===== config.mk =====
export PLATFORM = sky130hd
export DESIGN_NAME = addr_offset_unit
export DESIGN_NICKNAME = d
export VERILOG_FILES = /design/src/rtl/aou_pkg.sv /design/src/rtl/aou_offset_reg.sv /design/src/rtl/aou_adder.sv /design/src/rtl/aou_fault_latch.sv /design/src/rtl/addr_offset_unit.sv
export SDC_FILE = /design/constraint.sdc
export NUM_CORES = 1
export LEC_CHECK = 0
export BUFFER_PORTS_ARGS = -buffer_cell sky130_fd_sc_hd__buf_2
export CAP_MARGIN = 40
export CORE_MARGIN = 2
export CORE_UTILIZATION = 42
export CTS_CLUSTER_DIAMETER = 150
export CTS_CLUSTER_SIZE = 8
export DETAILED_ROUTE_END_ITERATION = 6
export PLACE_DENSITY_LB_ADDON = 0.2
export SLEW_MARGIN = 20
export SYNTH_ARGS = -nofsm -noshare
export SYNTH_HDL_FRONTEND = slang
export SYNTH_SLANG_ARGS = --single-unit

===== constraint.sdc =====
create_clock -name clk -period 6.1 [get_ports clk]
set_input_delay 1.22 -clock clk [delete_from_list [all_inputs] [get_ports clk]]
set_output_delay 1.22 -clock clk [all_outputs]
set_load 0.03 [all_outputs]

===== src/rtl/aou_pkg.sv =====
package aou_pkg;

  // Width of one ripple slice of the address adder.
  localparam int SLICE_W = 4;

  // Adds one slice with its carry-in; the top bit of the result is the slice carry-out.
  function automatic logic [SLICE_W:0] slice_add(
    input logic [SLICE_W-1:0] a,
    input logic [SLICE_W-1:0] b,
    input logic               cin
  );
    slice_add = {1'b0, a} + {1'b0, b} + {{SLICE_W{1'b0}}, cin};
  endfunction

  // Zero-extends an offset to address width, or yields zero when not applied.
  function automatic logic [31:0] gated_offset(
    input logic [31:0] ofs,
    input logic        apply
  );
    gated_offset = apply ? ofs : 32'd0;
  endfunction

endpackage


===== src/rtl/aou_offset_reg.sv =====
module aou_offset_reg #(
  parameter int OFS_W = 8
) (
  input  logic             clk,
  input  logic             rst_n,
  input  logic             clr,
  input  logic             load,
  input  logic [OFS_W-1:0] d,
  output logic [OFS_W-1:0] q
);

  // Step clear wins over load; both act on the rising edge.
  always_ff @(posedge clk or negedge rst_n) begin
    if (!rst_n)    q <= '0;
    else if (clr)  q <= '0;
    else if (load) q <= d;
  end

endmodule


===== src/rtl/aou_adder.sv =====
module aou_adder
  import aou_pkg::*;
#(
  parameter int ADDR_W = 16,
  parameter int OFS_W  = 8
) (
  input  logic [ADDR_W-1:0] base,
  input  logic [OFS_W-1:0]  ofs,
  input  logic              apply,
  input  logic              cin,
  output logic [ADDR_W-1:0] sum,
  output logic              carry_out
);

  // ADDR_W must be a multiple of SLICE_W.
  localparam int NSLICE = ADDR_W / SLICE_W;

  logic [31:0]       ofs_wide;
  logic [ADDR_W-1:0] opnd;
  logic [NSLICE:0]   cy;

  assign ofs_wide = gated_offset({{(32-OFS_W){1'b0}}, ofs}, apply);
  assign opnd     = ofs_wide[ADDR_W-1:0];
  assign cy[0]    = cin;

  for (genvar s = 0; s < NSLICE; s++) begin : g_slice
    logic [SLICE_W:0] r;
    assign r = slice_add(base[s*SLICE_W +: SLICE_W], opnd[s*SLICE_W +: SLICE_W], cy[s]);
    assign sum[s*SLICE_W +: SLICE_W] = r[SLICE_W-1:0];
    assign cy[s+1] = r[SLICE_W];
  end

  assign carry_out = cy[NSLICE];

  // The offset register is narrower than the address, so the upper bits of the wide
  // offset are zero whenever the widths are consistent.
  logic unused_hi;
  assign unused_hi = ^ofs_wide[31:ADDR_W];

endmodule


===== src/rtl/aou_fault_latch.sv =====
module aou_fault_latch (
  input  logic clk,
  input  logic rst_n,
  input  logic carry,
  output logic trip,
  output logic fault,
  output logic clk_en
);

  // A new fault event: a carry while not yet faulted.
  assign trip = carry & ~fault;

  always_ff @(posedge clk or negedge rst_n) begin
    if (!rst_n)    fault <= 1'b0;
    else if (trip) fault <= 1'b1;
  end

  assign clk_en = ~fault;

endmodule


===== src/rtl/addr_offset_unit.sv =====
module addr_offset_unit #(
  parameter int ADDR_W = 16,
  parameter int OFS_W  = 8
) (
  input  logic              clk,
  input  logic              rst_n,
  input  logic              ofs_load,
  input  logic              ofs_apply,
  input  logic              plus_one,
  input  logic              step_clr,
  input  logic [OFS_W-1:0]  data_bus,
  input  logic [ADDR_W-1:0] addr_bus,
  output logic [ADDR_W-1:0] mem_addr,
  output logic              fault,
  output logic              clk_en
);

  // Internal events brought out by name for the checker.
  logic [OFS_W-1:0] ofs_q;
  logic             carry_out;
  logic             trip;

  aou_offset_reg #(.OFS_W(OFS_W)) u_ofs (
    .clk   (clk),
    .rst_n (rst_n),
    .clr   (step_clr),
    .load  (ofs_load),
    .d     (data_bus),
    .q     (ofs_q)
  );

  aou_adder #(.ADDR_W(ADDR_W), .OFS_W(OFS_W)) u_add (
    .base      (addr_bus),
    .ofs       (ofs_q),
    .apply     (ofs_apply),
    .cin       (plus_one),
    .sum       (mem_addr),
    .carry_out (carry_out)
  );

  aou_fault_latch u_flt (
    .clk    (clk),
    .rst_n  (rst_n),
    .carry  (carry_out),
    .trip   (trip),
    .fault  (fault),
    .clk_en (clk_en)
  );

endmodule


==> impl_metrics.json <==
{
  "floorplan.die_area_mm2": 0.00221,
  "wire_length_reported_by_the_detailed_router_um": 1510,
  "hold_class": "reg -> reg",
  "r2r-start": "u_ofs.q[0]",
  "p_leak_nw": 0.642,
  "clock_tree.buffer_depth": 2,
  "cap_viol_max_count": 0,
  "buffer_ports.inserted": 47,
  "synth_adder_area_share_pct": 26.4,
  "synth_top_cell_area_share_pct": 28.9,
  "number_of_antenna_violations_at_the_first_check_in_global_routing": 0,
  "ant_nets": 0,
  "drive_above_1_share_pct": 45.7,
  "post_synthesis_net_count": 120,
  "synth_compound_gate_area_share_pct": 6.75,
  "postSynthCellCount": 76,
  "grt_overflow": 0,
  "drt_pass1_iterations": 4,
  "post-route-util_pct": 63.0,
  "vias": 699,
  "timing.reg2reg.worst_path_depth": 18,
  "cp-end-kind": "output port",
  "synth.cells.most_frequent": "sky130_fd_sc_hd__ha_1 (10), sky130_fd_sc_hd__dfrtp_1 (9), sky130_fd_sc_hd__mux2i_1 (8), sky130_fd_sc_hd__nor2_1 (8), sky130_fd_sc_hd__and2_1 (7)",
  "floorplan.initialDensity_pct": 45.1,
  "worst-endpoint-required_ns": 4.88,
  "setup_total_negative_slack_ns": 0,
  "timing.rr.end": "u_flt.fault",
  "timing.hold.ws_ns": 0.463,
  "die_h_um": 47.0,
  "clk_transition_reported_paths_ns": 0.06,
  "final_hold_viol_count": 0,
  "drc": 0,
  "worst_skew_pair.late_latency_ns": 0.25,
  "run_status": "complete, no violations",
  "yosys_warnings": 0,
  "synth-async-reset-ratio_pct": 100,
  "clock_skew_ns": 0.00339,
  "finalWorstPathRequiredPeriod_ns": 5.83,
  "ir_worst_vdd_mv": 0.187,
  "synth_top_family_by_area": "adder cells",
  "synthXorXnorAreaFrac_pct": 9.00,
  "post_synth_instance_area_um2": 778,
  "wl_per_cell_um": 9.91,
  "final_max_slew_viol_count": 0,
  "finalSetupViolCount": 0,
  "dominantRegCellSynth": "sky130_fd_sc_hd__dfrtp_1",
  "relSlewSlack_pct": 84.8,
  "floorplan.io_pins": 48,
  "unrepaired_setup_endpoints_after_global_routing": "false",
  "hold_crit_start": "u_flt.fault",
  "core_area_mm2": 0.00173,
  "cts.htree.levels": 1,
  "maximum_number_of_pins_on_one_net_before_global_route_repair": 10,
  "top_post_synthesis_cells_by_area": "sky130_fd_sc_hd__dfrtp_1 (29%), sky130_fd_sc_hd__ha_1 (16%), sky130_fd_sc_hd__fa_1 (10%), sky130_fd_sc_hd__mux2i_1 (10%), sky130_fd_sc_hd__and2_1 (5.6%)",
  "timing.critical_path.fanout_max": 2,
  "worst_hold_path.num_cells": 2,
  "rows": 15,
  "gp_congestion": 0.783,
  "num-nets-final": 172,
  "vias_per_cell": 4.60,
  "holdPathEnd": "u_flt.fault",
  "cts_root_buf": "sky130_fd_sc_hd__clkbuf_4",
  "worst_slew_pin_slew_ns": 0.229,
  "grt_use_total_pct": 14.8,
  "cts_made_buffers": 3,
  "final_min_period_over_clock_period_pct": 95.6,
  "grt_first_pass_wirelength_um": 2310,
  "crit_arrival_ns": 4.61,
  "post-dp-hpwl_um": 1350,
  "library_cell_with_the_highest_instance_count_after_synthesis": "sky130_fd_sc_hd__ha_1",
  "power_per_cell_area_mw_per_mm2": 170,
  "postSynthAreaPerCell_um2": 10.2,
  "timing.setup.critical_path_class": "in -> out",
  "drt_iter0_drc": 3,
  "grt_pass1_vias": 627,
  "edff_count_synth": 0,
  "synth_simple_gate_area_share_pct": 14.8,
  "timing.reg2reg.setup_slack_ns": 2.50,
  "tritoncts": "yes",
  "antenna-diode-count": 0,
  "worst_setup_start_kind": "input port",
  "synth.lib_cells_used.distinct": 19,
  "post_synth_mux_area_share_pct": 10.3,
  "timing.fmax_mhz": 171,
  "die_width_um": 47.0,
  "area_delta_synth_final_pct": 39.7,
  "clock_sinks": 9,
  "synth.largest_area_cell": "sky130_fd_sc_hd__dfrtp_1",
  "synth-seq-cells": 9,
  "yosysSeqAreaShare_pct": 28.9
}
==> area by class of cell <==
class / instances / area [um2]
clock buffers: 4 / 26.3
fillers: 170 / 639
inverters: 5 / 18.8
multi-input cells: 60 / 533
flip-flops and latches: 9 / 225
well taps: 25 / 31.3
repair buffers: 49 / 253
==> flip-flops by register name, indices dropped and copies added (netlist names) <==
signal	cells
u_flt.fault	1
u_ofs.q	8
==> routing by layer <==
| metal | GRT usage, % | vias up | wire length, um |
|---|---|---|---|
| met5 | 0 | - | 0 |
| met4 | 3.33 | 0 | 9 |
| met3 | 3.46 | 2 | 91 |
| met2 | 29.9 | 22 | 818 |
| met1 | 15.1 | 320 | 588 |
| li1 | - | 355 | - |
==> cell families after synthesis <==
logic type                 after synthesis
DFF                                      9
AOI/OAI and AO/OA                        7
xor gates and xnor gates                 8
and+or+nand+nor                         23
adders and majority gates               14
muxes                                    8
buffers and inverters                    7
==> cells in the final DEF, fill, tap and decap left out <==
master                     instances
sky130_fd_sc_hd__buf_2            46
sky130_fd_sc_hd__ha_1              9
sky130_fd_sc_hd__dfrtp_1           9
sky130_fd_sc_hd__mux2i_1           8
sky130_fd_sc_hd__nor2_1            8
sky130_fd_sc_hd__and2_1            7
sky130_fd_sc_hd__inv_1             5
sky130_fd_sc_hd__xnor2_1           5
sky130_fd_sc_hd__a21o_1            4
sky130_fd_sc_hd__nand3_1           3
sky130_fd_sc_hd__xor2_1            3
sky130_fd_sc_hd__fa_2              3
sky130_fd_sc_hd__clkbuf_4          3
sky130_fd_sc_hd__buf_4             3
sky130_fd_sc_hd__nand2_1           2
sky130_fd_sc_hd__a21oi_2           2
sky130_fd_sc_hd__nor2b_1           1
sky130_fd_sc_hd__o21ai_1           1
sky130_fd_sc_hd__nand2b_1          1
sky130_fd_sc_hd__and3_1            1
sky130_fd_sc_hd__fa_1              1
sky130_fd_sc_hd__ha_2              1
sky130_fd_sc_hd__clkbuf_1          1
==> power breakdown <==
group          internal, mW  switching [mW]
clock                0.0251          0.0198
sequential           0.0626         0.00144
combinational        0.0294          0.0462
==> metrics by stage <==
step	instances	setup slack, ns	total power, mW	area [um2]
floorplan	76	0.0917	0.117	778
global placement	148	0.0519	0.140	1050
detailed placement	148	-0.0315	0.141	1050
CTS	152	0.0415	0.187	1080
global route	152	0.0501	0.196	1090
finish	152	0.268	0.185	1090
==> worst max-delay path: stages <==
cell and delay [ns]:
sky130_fd_sc_hd__buf_2 0.10, sky130_fd_sc_hd__and2_1 0.14, sky130_fd_sc_hd__fa_2 0.35, sky130_fd_sc_hd__fa_2 0.36
sky130_fd_sc_hd__a21o_1 0.16, sky130_fd_sc_hd__a21o_1 0.18, sky130_fd_sc_hd__fa_2 0.34, sky130_fd_sc_hd__inv_1 0.08
sky130_fd_sc_hd__fa_1 0.18, sky130_fd_sc_hd__nor2b_1 0.05, sky130_fd_sc_hd__o21ai_1 0.11, sky130_fd_sc_hd__nand2b_1 0.07
sky130_fd_sc_hd__ha_1 0.19, sky130_fd_sc_hd__ha_1 0.20, sky130_fd_sc_hd__and3_1 0.18, sky130_fd_sc_hd__ha_1 0.19
sky130_fd_sc_hd__ha_2 0.32, sky130_fd_sc_hd__buf_2 0.18
==> how the worst max path moves through the flow <==
stage	startpoint	to	cells past startpoint
after floorplan	ofs_apply	mem_addr[14]	17
after global placement	ofs_apply	mem_addr[14]	19
after detailed placement	ofs_apply	mem_addr[14]	19
after CTS	ofs_apply	mem_addr[14]	19
after global routing	ofs_apply	mem_addr[14]	19
final	ofs_apply	mem_addr[13]	18
==> repair_timing <==
item	CTS	global route
buffers inserted	0	0
setup endpoints to repair	1	3
hold buffers	0	0
hold endpoints to repair	0	0
gates resized for setup	2	4
pin swaps	0	1
(Power assumes the default switching activity.)
